## src/rtl/mdio_pkg.sv

```systemverilog
`timescale 1ns/1ps
package mdio_pkg;
   localparam logic [1:0] ADDR_CLK  = 2'd0;
   localparam logic [1:0] ADDR_CMD  = 2'd1;
   localparam logic [1:0] ADDR_WDAT = 2'd2;
   localparam logic [1:0] ADDR_RDAT = 2'd3;

   localparam int MODE_BIT  = 8;
   localparam int PRE_BIT   = 9;
   localparam int VALID_BIT = 30;
   localparam int PEND_BIT  = 31;

   typedef struct packed {
      logic [1:0] op;
      logic [4:0] phy;
      logic [4:0] dev;
   } mdio_cmd_t;

   function automatic logic op_is_read(input logic c45, input logic [1:0] op);
      return c45 ? op[1] : op[0];
   endfunction

   // 32-bit frame body following the optional preamble, first bit at MSB
   function automatic logic [31:0] frame_body(input logic c45, input mdio_cmd_t cmd,
                                              input logic [15:0] wd);
      logic [1:0] st;
      logic [1:0] wire_op;
      logic [1:0] ta;
      st      = c45 ? 2'b00 : 2'b01;
      wire_op = c45 ? cmd.op : (cmd.op[0] ? 2'b10 : 2'b01);
      ta      = op_is_read(c45, cmd.op) ? 2'b11 : 2'b10;
      return {st, wire_op, cmd.phy, cmd.dev, ta, wd};
   endfunction
endpackage

```

## src/rtl/mdio_clkgen.sv

```systemverilog
`timescale 1ns/1ps
module mdio_clkgen #(
   parameter int DIV_W = 8
) (
   input  logic             clk,
   input  logic             rst_n,
   input  logic             run,
   input  logic [DIV_W-1:0] half_div,
   output logic             mdc,
   output logic             rise_tick,
   output logic             fall_tick
);
   logic [DIV_W-1:0] phase_q;
   logic             wrap;

   assign wrap      = run && (phase_q >= half_div);
   assign rise_tick = wrap && !mdc;
   assign fall_tick = wrap && mdc;

   always_ff @(posedge clk) begin
      if (!rst_n) begin
         phase_q <= '0;
         mdc     <= 1'b0;
      end else if (!run) begin
         phase_q <= '0;
         mdc     <= 1'b0;
      end else if (wrap) begin
         phase_q <= '0;
         mdc     <= ~mdc;
      end else begin
         phase_q <= phase_q + 1'b1;
      end
   end
endmodule

```

## src/rtl/mdio_seq.sv

```systemverilog
`timescale 1ns/1ps
module mdio_seq
   import mdio_pkg::*;
#(
   parameter int SYNC_STAGES = 2,
   parameter int PRE_BITS    = 32
) (
   input  logic        clk,
   input  logic        rst_n,
   input  logic        start,
   input  logic        c45,
   input  logic        pre_en,
   input  mdio_cmd_t   cmd,
   input  logic [15:0] wdata,
   input  logic        rise_tick,
   input  logic        fall_tick,
   input  logic        mdio_i,
   output logic        busy,
   output logic        mdio_o,
   output logic        mdio_oe,
   output logic [15:0] rd_data,
   output logic        rd_valid
);
   localparam int FRAME_W = PRE_BITS + 32;
   localparam int REM_W   = $clog2(FRAME_W + 1);
   localparam logic [REM_W-1:0] REM_FULL = REM_W'(FRAME_W);
   localparam logic [REM_W-1:0] REM_BARE = REM_W'(32);
   localparam logic [REM_W-1:0] REM_REL  = REM_W'(19);
   localparam logic [REM_W-1:0] REM_TA2  = REM_W'(17);
   localparam logic [REM_W-1:0] REM_DAT  = REM_W'(16);
   localparam logic [REM_W-1:0] REM_LAST = REM_W'(1);

   logic mdio_s;

   generate
      if (SYNC_STAGES == 0) begin : g_nosync
         assign mdio_s = mdio_i;
      end else if (SYNC_STAGES == 1) begin : g_sync1
         logic s_q;
         always_ff @(posedge clk) begin
            if (!rst_n) s_q <= 1'b1;
            else        s_q <= mdio_i;
         end
         assign mdio_s = s_q;
      end else begin : g_syncn
         logic [SYNC_STAGES-1:0] s_q;
         always_ff @(posedge clk) begin
            if (!rst_n) s_q <= '1;
            else        s_q <= {s_q[SYNC_STAGES-2:0], mdio_i};
         end
         assign mdio_s = s_q[SYNC_STAGES-1];
      end
   endgenerate

   logic [FRAME_W-1:0] shreg_q;
   logic [REM_W-1:0]   rem_q;
   logic               oe_q;
   logic               rd_op_q;
   logic               ta_ok_q;
   logic [31:0]        body;

   assign body    = frame_body(c45, cmd, wdata);
   assign mdio_oe = oe_q;
   assign mdio_o  = oe_q ? shreg_q[FRAME_W-1] : 1'b1;

   always_ff @(posedge clk) begin
      if (!rst_n) begin
         busy     <= 1'b0;
         shreg_q  <= '0;
         rem_q    <= '0;
         oe_q     <= 1'b0;
         rd_op_q  <= 1'b0;
         ta_ok_q  <= 1'b0;
         rd_data  <= '0;
         rd_valid <= 1'b0;
      end else if (start && !busy) begin
         busy     <= 1'b1;
         shreg_q  <= pre_en ? {{PRE_BITS{1'b1}}, body} : {body, {PRE_BITS{1'b0}}};
         rem_q    <= pre_en ? REM_FULL : REM_BARE;
         oe_q     <= 1'b1;
         rd_op_q  <= op_is_read(c45, cmd.op);
         ta_ok_q  <= 1'b0;
         rd_valid <= 1'b0;
      end else if (busy) begin
         if (rise_tick && rd_op_q) begin
            if (rem_q == REM_TA2) ta_ok_q <= !mdio_s;
            if (rem_q <= REM_DAT) rd_data <= {rd_data[14:0], mdio_s};
         end
         if (fall_tick) begin
            if (rem_q == REM_LAST) begin
               busy     <= 1'b0;
               oe_q     <= 1'b0;
               rd_valid <= rd_op_q && ta_ok_q;
            end else begin
               shreg_q <= shreg_q << 1;
               rem_q   <= rem_q - 1'b1;
               oe_q    <= !(rd_op_q && (rem_q <= REM_REL));
            end
         end
      end
   end
endmodule

```

## src/rtl/mdio_master.sv

```systemverilog
`timescale 1ns/1ps
module mdio_master
   import mdio_pkg::*;
#(
   parameter int DIV_W       = 8,
   parameter int DIV_RESET   = 4,
   parameter int SYNC_STAGES = 2,
   parameter int PRE_BITS    = 32
) (
   input  logic        clk,
   input  logic        rst_n,
   input  logic        reg_we,
   input  logic [1:0]  reg_addr,
   input  logic [31:0] reg_wdata,
   output logic [31:0] reg_rdata,
   output logic        mdc,
   input  logic        mdio_i,
   output logic        mdio_o,
   output logic        mdio_oe
);
   generate
      if (DIV_W < 1 || DIV_W > MODE_BIT) begin : g_bad_div
         $error("DIV_W must lie in 1..8");
      end
      if (DIV_RESET < 0 || DIV_RESET >= (1 << DIV_W)) begin : g_bad_rst
         $error("DIV_RESET does not fit DIV_W");
      end
      if (SYNC_STAGES < 0 || SYNC_STAGES > 4) begin : g_bad_sync
         $error("SYNC_STAGES must lie in 0..4");
      end
      if (PRE_BITS < 1) begin : g_bad_pre
         $error("PRE_BITS must be positive");
      end
   endgenerate

   logic [DIV_W-1:0] div_q;
   logic             c45_q;
   logic             pre_q;
   logic [15:0]      wdat_q;
   mdio_cmd_t        cmd_q;
   mdio_cmd_t        cmd_in;
   logic             busy;
   logic             start;
   logic             rise_tick;
   logic             fall_tick;
   logic [15:0]      rd_data;
   logic             rd_valid;
   logic             unused_bits;

   assign unused_bits = ^reg_wdata[31:21];
   assign cmd_in = '{op: reg_wdata[1:0], phy: reg_wdata[12:8], dev: reg_wdata[20:16]};
   assign start  = reg_we && (reg_addr == ADDR_CMD) && !busy;

   always_ff @(posedge clk) begin
      if (!rst_n) begin
         div_q  <= DIV_W'(DIV_RESET);
         c45_q  <= 1'b0;
         pre_q  <= 1'b1;
         wdat_q <= '0;
         cmd_q  <= '0;
      end else if (reg_we) begin
         case (reg_addr)
            ADDR_CLK: begin
               div_q <= reg_wdata[DIV_W-1:0];
               c45_q <= reg_wdata[MODE_BIT];
               pre_q <= reg_wdata[PRE_BIT];
            end
            ADDR_CMD:  if (!busy) cmd_q <= cmd_in;
            ADDR_WDAT: wdat_q <= reg_wdata[15:0];
            default: ;
         endcase
      end
   end

   always_comb begin
      reg_rdata = '0;
      case (reg_addr)
         ADDR_CLK: begin
            reg_rdata[DIV_W-1:0] = div_q;
            reg_rdata[MODE_BIT]  = c45_q;
            reg_rdata[PRE_BIT]   = pre_q;
         end
         ADDR_CMD: begin
            reg_rdata[1:0]   = cmd_q.op;
            reg_rdata[12:8]  = cmd_q.phy;
            reg_rdata[20:16] = cmd_q.dev;
         end
         ADDR_WDAT: begin
            reg_rdata[15:0]     = wdat_q;
            reg_rdata[PEND_BIT] = busy;
         end
         default: begin
            reg_rdata[15:0]      = rd_data;
            reg_rdata[VALID_BIT] = rd_valid;
            reg_rdata[PEND_BIT]  = busy;
         end
      endcase
   end

   mdio_clkgen #(.DIV_W(DIV_W)) i_clkgen (
      .clk       (clk),
      .rst_n     (rst_n),
      .run       (busy),
      .half_div  (div_q),
      .mdc       (mdc),
      .rise_tick (rise_tick),
      .fall_tick (fall_tick)
   );

   mdio_seq #(.SYNC_STAGES(SYNC_STAGES), .PRE_BITS(PRE_BITS)) i_seq (
      .clk       (clk),
      .rst_n     (rst_n),
      .start     (start),
      .c45       (c45_q),
      .pre_en    (pre_q),
      .cmd       (cmd_in),
      .wdata     (wdat_q),
      .rise_tick (rise_tick),
      .fall_tick (fall_tick),
      .mdio_i    (mdio_i),
      .busy      (busy),
      .mdio_o    (mdio_o),
      .mdio_oe   (mdio_oe),
      .rd_data   (rd_data),
      .rd_valid  (rd_valid)
   );
endmodule

```

## config.mk

```make
export PLATFORM = sky130hd
export DESIGN_NAME = mdio_master
export DESIGN_NICKNAME = d
export VERILOG_FILES = /design/src/rtl/mdio_pkg.sv /design/src/rtl/mdio_clkgen.sv /design/src/rtl/mdio_seq.sv /design/src/rtl/mdio_master.sv
export SDC_FILE = /design/constraint.sdc
export NUM_CORES = 1
export LEC_CHECK = 0
export BUFFER_PORTS_ARGS = -buffer_cell sky130_fd_sc_hd__buf_2
export CAP_MARGIN = 25
export CORE_ASPECT_RATIO = 1.2
export CORE_MARGIN = 1.5
export CORE_UTILIZATION = 55
export CTS_CLUSTER_DIAMETER = 60
export DETAILED_ROUTE_END_ITERATION = 7
export PLACE_DENSITY = 0.75
export SLEW_MARGIN = 25
export SYNTH_ARGS = -nofsm -noshare
export SYNTH_HDL_FRONTEND = slang
export SYNTH_SLANG_ARGS = --single-unit
```

## constraint.sdc

```tcl
create_clock -name clk -period 2.8 [get_ports clk]
set_clock_uncertainty 0.1 [all_clocks]
set_input_delay 0.56 -clock clk [delete_from_list [all_inputs] [get_ports clk]]
set_output_delay 0.56 -clock clk [all_outputs]
set_load 0.01 [all_outputs]
```

==> impl_metrics.ini, run 1 <==
[outcome]
result_of_the_run = finished, final reports clean

[placement]
dp_cells = 946
io_buffer_count = 52
dpl_wire_length_mm = 11.3
gp_congestion = 0.855
detailedPlace.worstSlack_ps = 145

[power_and_ir_drop]
total_power_w = 0.00495
max-vdd-ir-drop_uv = 452
share_of_total_power_in_sequential_cells_pct = 42.6
cell_internal_power_w = 0.00385
cellPowerDensity_mw_per_mm2 = 632
netsw_w = 0.00110
power.leakage_nw = 3.07
clockPowerShare_pct = 50.0
combPwrFrac_pct = 7.4
power_switching_share_pct = 22.3

[sta]
min_period_ps = 2580
report.final.slew_viol_count = 0
post-route-worst-setup-slack_ps = 221
timing.final.hold_violations = 0
fin_worst_hold_slack_ps = 222
max_freq_mhz = 388
min_period_over_period_pct = 92.1
slew_headroom_pct = 54.4
grt_setup_unrepaired = no
worst-slew-pin-transition_ps = 684
timing.final.setup_violations = 0
setup_total_negative_slack_ps = 0

[die]
dieArea_mm2 = 0.0132
starting_utilization_of_the_core_area_pct = 56.7
die_w_um = 105
design.portCount = 73
die_h_um = 125
rows = 44
core-area_mm2 = 0.0121

[synthesis]
yosys_warnings = 0
syn_avg_cell_area_um2 = 8.78
synthMuxAreaShare_pct = 9.80
ys_top_cells_by_count = sky130_fd_sc_hd__nand2_1, sky130_fd_sc_hd__dfxtp_1, sky130_fd_sc_hd__mux2i_1, sky130_fd_sc_hd__a21oi_1, sky130_fd_sc_hd__nand3_1
syn_inst = 782
synth.ff_latch_count = 141
netlist_top_cells_area = sky130_fd_sc_hd__dfxtp_1, sky130_fd_sc_hd__nand2_1, sky130_fd_sc_hd__mux2i_1
top_cell_type_s_share_of_synthesized_area_pct = 41.1
synth_compound_gate_area_share_pct = 19.0
synthesis.area_mm2 = 0.00687
synth_top_family_by_area = simple AND/OR/NAND/NOR gates
yosys.area_share.xor_xnor_pct = 1.02
synthFlopType = sky130_fd_sc_hd__dfxtp_1
yosysMostFrequentCell = sky130_fd_sc_hd__nand2_1
async_set_or_reset_register_ratio_after_synthesis_pct = 0
number_of_unique_standard_cell_types_used_by_synthesis = 57
synth.yosys.seq_area_share_pct = 41.1
synth_edf_count = 0
adder_and_majority_gate_portion_of_the_synthesized_area_pct = 2.37
synth_top_area_cell = sky130_fd_sc_hd__dfxtp_1
synth_simple_gate_area_share_pct = 19.7

[cells_and_area]
num-nets-final = 855
syn_to_final_growth_pct = 14.0
antenna-diode-count = 0
final_layout_size_suffix_gt1_share_pct = 16.2
final_non_filler_cell_total = 977

[detailed_routing]
avgRoutedWirePerCell_um = 17.8
drt-vias-per-instance = 6.09
drc_errors = 0
drt.antenna.violating_nets = 0
routed_wl_mm = 17.4
drtIter0Drc = 403
dr.pass1.iters = 7
number_of_vias_in_the_routed_layout = 5947

[global_route]
via_count_of_the_first_global_routing_pass = 5986
global_routing_usage_summed_across_all_routing_layers_pct = 27.6
grt_first_pass_wirelength_mm = 29.2
grt_start_max_net_pins = 64
antenna_found_initial = 0
grt_ovf = 0

[clock_network]
htreeDepth = 4
numCtsBuffers = 17
cts-hold-fix-buffers = 0
cts.clk_slew.worst_paths_ps = 60
cts.sinks = 141
postCtsResizedCells = 0
worst_skew_pair.late_latency_ps = 430
clk_root_buffer_cell = sky130_fd_sc_hd__clkbuf_16
tritoncts = built
maximum_buffer_depth_of_the_clock_tree = 2
postCtsSetupBuffers = 0

[worst_setup_path]
setup.worst_path.class = register to register
kind_of_end_point_of_the_critical_path = register
critical_path_peak_fanout = 30
cp_data_arrival_time_ps = 2800
setup.reg_to_reg.worst_slack_ps = 220
cp.required_ps = 3020
timing.critical_path.from_type = register

[job]
timing.max_cap.violations = 0

[hold_path]
hold_path_class = input pin to register
placed cells by master (no fill, tap or decap), types with 3 or more instances in the layout:
cell type,count
sky130_fd_sc_hd__a211oi_1,31
sky130_fd_sc_hd__a21oi_1,45
sky130_fd_sc_hd__a22o_1,9
sky130_fd_sc_hd__a311oi_1,27
sky130_fd_sc_hd__a31oi_1,5
sky130_fd_sc_hd__and2_1,7
sky130_fd_sc_hd__and3_1,4
sky130_fd_sc_hd__buf_12,3
sky130_fd_sc_hd__buf_2,52
sky130_fd_sc_hd__buf_4,17
sky130_fd_sc_hd__bufinv_16,4
sky130_fd_sc_hd__clkbuf_16,17
sky130_fd_sc_hd__clkbuf_8,7
sky130_fd_sc_hd__conb_1,9
sky130_fd_sc_hd__dfxtp_1,140
sky130_fd_sc_hd__ha_1,13
sky130_fd_sc_hd__inv_1,11
sky130_fd_sc_hd__mux2_2,10
sky130_fd_sc_hd__mux2i_1,47
sky130_fd_sc_hd__mux4_2,4
sky130_fd_sc_hd__nand2_1,162
sky130_fd_sc_hd__nand2b_1,4
sky130_fd_sc_hd__nand3_1,40
sky130_fd_sc_hd__nand3b_1,5
sky130_fd_sc_hd__nor2_1,20
sky130_fd_sc_hd__nor2b_1,4
sky130_fd_sc_hd__nor3_1,7
sky130_fd_sc_hd__o211ai_1,28
sky130_fd_sc_hd__o21ai_0,4
sky130_fd_sc_hd__o22ai_1,3
sky130_fd_sc_hd__o31ai_1,5
sky130_fd_sc_hd__or3_1,28
sky130_fd_sc_hd__or4_1,3
sky130_fd_sc_hd__xnor2_1,3
sky130_fd_sc_hd__xor2_1,5
final cells by class:
class	instances	area, um2
Clock buffer	26	529
Sequential cell	141	2820
Clock inverter	5	125
Multi-Input combinational cell	560	3660
Tap cell	161	201
Inverter	12	45.0
Fill cell	1001	4280
Timing Repair Buffer	72	448
power by group through the flow:
| stage | Combinational, W | Clock (W) | Sequential, W |
|---|---|---|---|
| 2_1_floorplan | 0.000274 | 0 | 0.00213 |
| 3_3_place_gp | 0.000351 | 0 | 0.00215 |
| 3_5_place_dp | 0.000360 | 0 | 0.00215 |
| 4_1_cts | 0.000362 | 0.00249 | 0.00211 |
| 5_1_grt | 0.000402 | 0.00258 | 0.00212 |
| 6_report | 0.000366 | 0.00247 | 0.00211 |
critical path, cell delays in order, from the launching register on:
cell                       delay, ps
sky130_fd_sc_hd__dfxtp_1         350
sky130_fd_sc_hd__inv_1            90
sky130_fd_sc_hd__ha_1            340
sky130_fd_sc_hd__a41o_1          250
sky130_fd_sc_hd__a21oi_1         340
sky130_fd_sc_hd__o31a_4          390
sky130_fd_sc_hd__o21ai_2          70
sky130_fd_sc_hd__buf_4           240
sky130_fd_sc_hd__a311oi_1        290
flip-flops by register name, summed over array words and instances (netlist names):
signal,flops
i_seq.rem_q,7
cmd_q,12
i_clkgen.phase_q,8
div_q,8
i_seq.ta_ok_q,1
c45_q,1
i_seq.busy,1
i_seq.shreg_q,64
i_seq.rd_valid,1
i_seq.mdio_oe,1
wdat_q,16
i_seq.rd_data,16
pre_q,1
i_seq.rd_op_q,1
i_seq.g_syncn.s_q,2
i_clkgen.mdc,1
metrics by stage:
| step | util (%) | area [um2] |
|---|---|---|
| floorplan | - | 6900 |
| global route | 64.6 | 7830 |
| finish | 64.6 | 7830 |
| detailed placement | 59.1 | 7160 |
| CTS | 64.5 | 7820 |
| global placement | 59.1 | 7160 |
worst paths after layout:
check,startpoint,endpoint,depth (start not counted)
worst max-delay path,div_q[6]$_SDFFE_PN0P_,i_seq.shreg_q[23]$_SDFFE_PN0P_,8
worst max register to register,div_q[6]$_SDFFE_PN0P_,i_seq.shreg_q[23]$_SDFFE_PN0P_,8
worst min-delay path,mdio_i,i_seq.g_syncn.s_q[0]$_SDFF_PN1_,2
worst min register to register,i_seq.g_syncn.s_q[0]$_SDFF_PN1_,i_seq.g_syncn.s_q[1]$_SDFF_PN1_,1
metal layers:
metal	routed length [um]	global-route usage [%]	vias up	share of wire (%)
li1	-	-	2851	-
met1	7550	34.6	2860	43
met2	8490	46.4	203	49
met3	890	5.16	33	5.1
met4	463	11.8	0	2.7
met5	0	0	-	0
logic make-up after synthesis:
logic type / Yosys count
AO/OA/AOI/OAI: 176
XOR/XNOR: 8
adder cells (fa/ha/maj): 13
buffers and inverters: 89
flip-flops: 141
multiplexers: 61
other: 1
AND/OR/NAND/NOR: 293
(Power assumes the default switching activity.)
==> inputs of run 2 (changes only) <==
Settings changed: ABC_AREA set to 1, CAP_MARGIN 25 to not set, PLACE_DENSITY 0.75 to 0.76.
==> run 2 against run 1 <==
Power shrank 7.8%. Hold slack better by 11 ps. Combinational power is 3% lower. Count of clock-buffer cells in the layout down 4. Setup slack gained 150 ps. Critical path depth increased by 6. Sequential share of layout area up 1.7 points. Via count increased by 3.5%. Largest cell class unchanged. Largest power group unchanged.
==> impl_metrics.ini, run 2 <==
[clock_network]
tritoncts = built
cts-hold-fix-buffers = 0
postCtsSetupBuffers = 0
cts.clk_slew.worst_paths_ps = 60
htreeDepth = 4
cts.sinks = 141
postCtsResizedCells = 0
maximum_buffer_depth_of_the_clock_tree = 2
numCtsBuffers = 17
clk_root_buffer_cell = sky130_fd_sc_hd__clkbuf_16
worst_skew_pair.late_latency_ps = 410

[sta]
grt_setup_unrepaired = no
report.final.slew_viol_count = 0
min_period_over_period_pct = 86.8
worst-slew-pin-transition_ps = 705
setup_total_negative_slack_ps = 0
timing.final.setup_violations = 0
max_freq_mhz = 411
slew_headroom_pct = 52.9
timing.final.hold_violations = 0
min_period_ps = 2430

[detailed_routing]
avgRoutedWirePerCell_um = 14.6
drtIter0Drc = 410
drt-vias-per-instance = 5.43
dr.pass1.iters = 5
number_of_vias_in_the_routed_layout = 6157
drc_errors = 0
routed_wl_mm = 16.6
drt.antenna.violating_nets = 0

[synthesis]
synthFlopType = sky130_fd_sc_hd__dfxtp_1
synth.ff_latch_count = 141
netlist_top_cells_area = sky130_fd_sc_hd__dfxtp_1, sky130_fd_sc_hd__nand2_1, sky130_fd_sc_hd__a21oi_1
ys_top_cells_by_count = sky130_fd_sc_hd__nand2_1, sky130_fd_sc_hd__dfxtp_1, sky130_fd_sc_hd__a21oi_1, sky130_fd_sc_hd__nand3_1, sky130_fd_sc_hd__nor2_1
async_set_or_reset_register_ratio_after_synthesis_pct = 0
top_cell_type_s_share_of_synthesized_area_pct = 43.0
syn_avg_cell_area_um2 = 7.02
synth.yosys.seq_area_share_pct = 43.0
syn_inst = 934
yosysMostFrequentCell = sky130_fd_sc_hd__nand2_1
number_of_unique_standard_cell_types_used_by_synthesis = 35
synth_top_area_cell = sky130_fd_sc_hd__dfxtp_1
synth_edf_count = 0
yosys_warnings = 0
synthesis.area_mm2 = 0.00656

[job]
timing.max_cap.violations = 0

[cells_and_area]
layout_commonest_cell = sky130_fd_sc_hd__nand2_1
largest-register = i_seq.shreg_q
final_non_filler_cell_total = 1133
syn_to_final_growth_pct = 13.9
mostFrequentLayoutCells = sky130_fd_sc_hd__nand2_1, sky130_fd_sc_hd__dfxtp_1, sky130_fd_sc_hd__a21oi_1
n_fill_cell = 1084
final_layout_size_suffix_gt1_share_pct = 11.6
largest_register_ffs = 64
largest_registers = i_seq.shreg_q: 64 flops, i_seq.rd_data: 16 flops, wdat_q: 16 flops
num-nets-final = 1013

[die]
dieArea_mm2 = 0.0126
rows = 43
design.portCount = 73
core-area_mm2 = 0.0116
starting_utilization_of_the_core_area_pct = 56.5
die_w_um = 103
die_h_um = 123

[worst_setup_path]
path_buf_inv = 2
critPathTopFamily = simple AND/OR/NAND/NOR gates
cp.required_ps = 3010
crit_chain = inv_1 > ha_1 > nand2_1 > nor2_1 > nor2_1 > nand2_1 > nand2_1 > nand2_1 > nand3_1 > nor2_2 > buf_4 > nand3_1 > nand2_1 > nor2_1
critical_path_peak_fanout = 11
setup.worst_path.class = register to register
cp_data_arrival_time_ps = 2640
timing.critical_path.from_type = register
kind_of_end_point_of_the_critical_path = register
crit_slowest_cell = sky130_fd_sc_hd__nor2_2
critical_path_most_common_cell = sky130_fd_sc_hd__nand2_1
cp_slowest_stage_delay_ps = 390

[placement]
gp_congestion = 0.859
io_buffer_count = 52
dpl_wire_length_mm = 10.7
dp_cells = 1100

[global_route]
global_routing_usage_summed_across_all_routing_layers_pct = 27.8
grt_ovf = 0
grt_start_max_net_pins = 67
grt_first_pass_wirelength_mm = 27.2
antenna_found_initial = 0
via_count_of_the_first_global_routing_pass = 5668

[power_and_ir_drop]
netsw_w = 0.00112
cellPowerDensity_mw_per_mm2 = 610
clockPowerShare_pct = 46.8
power_switching_share_pct = 24.5
max-vdd-ir-drop_uv = 391
share_of_total_power_in_sequential_cells_pct = 45.4
combPwrFrac_pct = 7.8
power.leakage_nw = 2.91
cell_internal_power_w = 0.00344

[hold_path]
hold_path_class = input pin to register

[outcome]
result_of_the_run = finished, final reports clean
run 2: kinds of logic (layout without fill, tap and decap cells):
| kind of cell | after synthesis | in the layout | share of synthesized area (%) |
|---|---|---|---|
| DFF | 141 | 141 | 43.0 |
| other | 1 | 10 | 0.0572 |
| AOI/OAI and AO/OA | 218 | 218 | 18.2 |
| and+or+nand+nor | 401 | 401 | 25.8 |
| buffers and inverters | 155 | 188 | 9.73 |
| xor gates and xnor gates | 5 | 5 | 0.667 |
| adders and majority gates | 13 | 13 | 2.48 |
run 2: worst register-to-register path, stage by stage (launching register included):
cell	delay, ps
sky130_fd_sc_hd__dfxtp_1	300
sky130_fd_sc_hd__inv_1	60
sky130_fd_sc_hd__ha_1	300
sky130_fd_sc_hd__nand2_1	70
sky130_fd_sc_hd__nor2_1	100
sky130_fd_sc_hd__nor2_1	40
sky130_fd_sc_hd__nand2_1	60
sky130_fd_sc_hd__nand2_1	50
sky130_fd_sc_hd__nand2_1	170
sky130_fd_sc_hd__nand3_1	210
sky130_fd_sc_hd__nor2_2	390
sky130_fd_sc_hd__buf_4	270
sky130_fd_sc_hd__nand3_1	80
sky130_fd_sc_hd__nand2_1	80
sky130_fd_sc_hd__nor2_1	50
run 2: stage by stage:
stage	setup WS (ps)	util (%)	hold slack [ps]	power [W]	area, um2
after floorplan	738	-	293	0.00236	6590
after global placement	351	59.4	293	0.00246	6910
after detailed placement	322	59.4	311	0.00246	6910
after CTS	379	64.3	225	0.00458	7470
after global routing	150	64.3	226	0.00473	7470
final	369	64.3	233	0.00456	7470
run 2: final timing paths:
check	slack (ps)	start	endpoint	depth (start not counted)
max	370	div_q[3]$_SDFFE_PN0P_	i_seq.rd_data[3]$_SDFFE_PN0P_	14
min	230	mdio_i	i_seq.g_syncn.s_q[0]$_SDFF_PN1_	2
max reg2reg	370	div_q[3]$_SDFFE_PN0P_	i_seq.rd_data[3]$_SDFFE_PN0P_	14
min reg2reg	320	i_seq.g_syncn.s_q[0]$_SDFF_PN1_	i_seq.g_syncn.s_q[1]$_SDFF_PN1_	1
run 2: layout make-up:
cell class                      count  area [um2]  area share, %
Antenna cell                        1        2.50         0.0335
Timing Repair Buffer               70         433           5.79
Sequential cell                   141        2820           37.8
Multi-Input combinational cell    646        3130           41.9
Inverter                           86         323           4.32
Tap cell                          157         196           2.63
Clock inverter                     10        90.1           1.21
Clock buffer                       22         474           6.34
run 2: layer usage:
| metal | part of all wire (%) | up-vias | global-route usage, % | wire (um) |
|---|---|---|---|---|
| met4 | 3.9 | 0 | 14.1 | 644 |
| met1 | 43 | 2812 | 34.8 | 7120 |
| met5 | 0 | - | 0 | 0 |
| met3 | 5.1 | 40 | 5.64 | 842 |
| met2 | 48 | 183 | 45.2 | 7990 |
| li1 | - | 3122 | - | - |
run 2: power groups by stage:
stage	clock network, W	registers (W)	logic (W)
2_1_floorplan	0	0.00211	0.000248
3_3_place_gp	0	0.00212	0.000345
3_5_place_dp	0	0.00212	0.000348
4_1_cts	0.00215	0.00207	0.000352
5_1_grt	0.00226	0.00208	0.000395
6_report	0.00213	0.00207	0.000356
==> inputs of run 3 (changes only) <==
Settings changed: BUFFER_PORTS_ARGS -buffer_cell sky130_fd_sc_hd__buf_2 to not set, CTS_CLUSTER_DIAMETER 60 to 50, DONT_BUFFER_PORTS set to 1, PLACE_DENSITY 0.76 to 0.7.
Clock period 2.8 ns to 2.7 ns, I/O delays scaled along.
==> run 3 against run 2 <==
Sequential power grew 4%. Core utilization decreased by 3.1 points. Maximum frequency fell by 0.97%. Via count decreased by 1.1%. Critical path type unchanged. Final cell count fell by 5.4%.
==> impl_metrics.ini, run 3 (synthesis gave the netlist of run 2 again) <==
[die]
die_h_um = 123
die_w_um = 103
dieArea_mm2 = 0.0126
starting_utilization_of_the_core_area_pct = 56.5
core-area_mm2 = 0.0116
rows = 43
design.portCount = 73

[power_and_ir_drop]
power_switching_share_pct = 23.4
max-vdd-ir-drop_uv = 456
cellPowerDensity_mw_per_mm2 = 635
power.leakage_nw = 2.63
netsw_w = 0.00106
combPwrFrac_pct = 6.9
share_of_total_power_in_sequential_cells_pct = 47.6
clockPowerShare_pct = 45.4
cell_internal_power_w = 0.00346

[worst_setup_path]
critical_path_peak_fanout = 17
crit_slowest_cell = sky130_fd_sc_hd__a21oi_2
cp_slowest_stage_delay_ps = 720
cp.required_ps = 2950
kind_of_end_point_of_the_critical_path = register
crit_chain = inv_1 > ha_1 > nand3_1 > a21oi_2 > inv_1 > nor3_4 > buf_4 > nor2_1 > nor2_1
timing.reg2reg.worst_path_depth = 9
timing.critical_path.from_type = register
setup.worst_path.class = register to register
cp_data_arrival_time_ps = 2700

[global_route]
via_count_of_the_first_global_routing_pass = 5621
grt_first_pass_wirelength_mm = 26.6
met3_capacity_usage_during_global_routing_pct = 6.44
grt_ovf = 0
grt_start_max_net_pins = 99
globalRouteMet2Util_pct = 45.3
grt.met1_usage_pct = 32.9
global_routing_usage_summed_across_all_routing_layers_pct = 27.3
grt.busiest_layer = met2
antenna_found_initial = 0

[detailed_routing]
number_of_vias_in_the_routed_layout = 6087
routed_wl_mm = 16.4
drt-vias-per-instance = 5.68
drtIter0Drc = 372
drt.antenna.violating_nets = 0
dr.pass1.iters = 5
avgRoutedWirePerCell_um = 15.3
drc_errors = 0

[sta]
setup_total_negative_slack_ps = 0
grt_setup_unrepaired = no
timing.final.setup_violations = 0
timing.final.hold_violations = 0
max_freq_mhz = 407
report.final.slew_viol_count = 0
min_period_over_period_pct = 90.9
slew_headroom_pct = 38.0
fin_worst_hold_slack_ps = 126
worst-slew-pin-transition_ps = 930
min_period_ps = 2460

[clock_network]
maximum_buffer_depth_of_the_clock_tree = 2
cts.sinks = 141
worst_skew_pair.late_latency_ps = 420
postCtsResizedCells = 0
cts-hold-fix-buffers = 0
numCtsBuffers = 17
cts.clk_slew.worst_paths_ps = 50
tritoncts = built
postCtsSetupBuffers = 0
htreeDepth = 4
clk_root_buffer_cell = sky130_fd_sc_hd__clkbuf_16

[placement]
gp_congestion = 0.835
io_buffer_count = 0
dpl_wire_length_mm = 10.8
dp_cells = 1044

[cells_and_area]
largest_register_ffs = 64
antenna-diode-count = 0
mostFrequentLayoutCells = sky130_fd_sc_hd__nand2_1, sky130_fd_sc_hd__dfxtp_1, sky130_fd_sc_hd__a21oi_1
final_layout_size_suffix_gt1_share_pct = 5.46
largest-register = i_seq.shreg_q
final_non_filler_cell_total = 1072
syn_to_final_growth_pct = 8.43
largest_registers = i_seq.shreg_q: 64 flops, i_seq.rd_data: 16 flops, wdat_q: 16 flops
final_core_occ_pct = 61.2
layout_commonest_cell = sky130_fd_sc_hd__nand2_1
num-nets-final = 957

[outcome]
result_of_the_run = finished, final reports clean

[hold_path]
worstHoldPathCells = 1
hold_path_class = input pin to register

[job]
timing.max_cap.violations = 0
==> run 3: cell count changes in the layout (fill, tap and decap cells not counted) <==
cell	change
sky130_fd_sc_hd__diode_2	-1
sky130_fd_sc_hd__bufinv_16	-1
sky130_fd_sc_hd__buf_2	-52
sky130_fd_sc_hd__buf_12	-1
sky130_fd_sc_hd__clkinvlp_4	-3
sky130_fd_sc_hd__clkinv_2	-2
sky130_fd_sc_hd__buf_4	-3
sky130_fd_sc_hd__clkbuf_1	+3
sky130_fd_sc_hd__clkbuf_8	+1
sky130_fd_sc_hd__clkinv_4	-2
==> run 3: per-stage QoR <==
step,area [um2],total power (W),setup WS [ps]
global route,7110,0.00466,31.8
floorplan,6590,0.00244,678
global placement,6610,0.00250,314
CTS,7110,0.00455,263
detailed placement,6610,0.00251,274
finish,7110,0.00452,245
==> run 3: layout make-up <==
cell class	count	area [um2]
well taps	157	196
multi-input cells	646	3130
repair buffers	14	130
clock inverters	2	10.0
inverters	86	323
flip-flops and latches	141	2820
fillers	1106	4510
clock buffers	26	499
==> run 3: critical path, delay by kind of cell, from the launching register on <==
family                   cells  cell delay, ps
AND/OR/NAND/NOR              4             470
AO/OA/AOI/OAI                1             720
flip-flops                   1             350
buffers and inverters        3             590
adder cells (fa/ha/maj)      1             170
==> run 3: final timing paths <==
check	startpoint	to	slack, ps
max reg2reg	i_seq.rem_q[0]$_SDFFE_PN0P_	i_seq.rd_data[2]$_SDFFE_PN0P_	240
max	i_seq.rem_q[0]$_SDFFE_PN0P_	i_seq.rd_data[2]$_SDFFE_PN0P_	240
min	mdio_i	i_seq.g_syncn.s_q[0]$_SDFF_PN1_	130
min reg2reg	i_seq.g_syncn.s_q[0]$_SDFF_PN1_	i_seq.g_syncn.s_q[1]$_SDFF_PN1_	320
==> run 3: power by group through the flow <==
stage | clock network (W) | logic, W | registers (W)
global route | 0.00216 | 0.000353 | 0.00216
detailed placement | 0 | 0.000310 | 0.00220
finish | 0.00205 | 0.000314 | 0.00215
global placement | 0 | 0.000303 | 0.00219
floorplan | 0 | 0.000257 | 0.00219
CTS | 0.00209 | 0.000311 | 0.00215
==> run 3: per-layer routing <==
| layer | part of all wire, % | routed length [um] |
|---|---|---|
| met1 | 42 | 6890 |
| met2 | 48 | 7960 |
| met3 | 6.2 | 1010 |
| met4 | 3.4 | 565 |
| met5 | 0 | 0 |
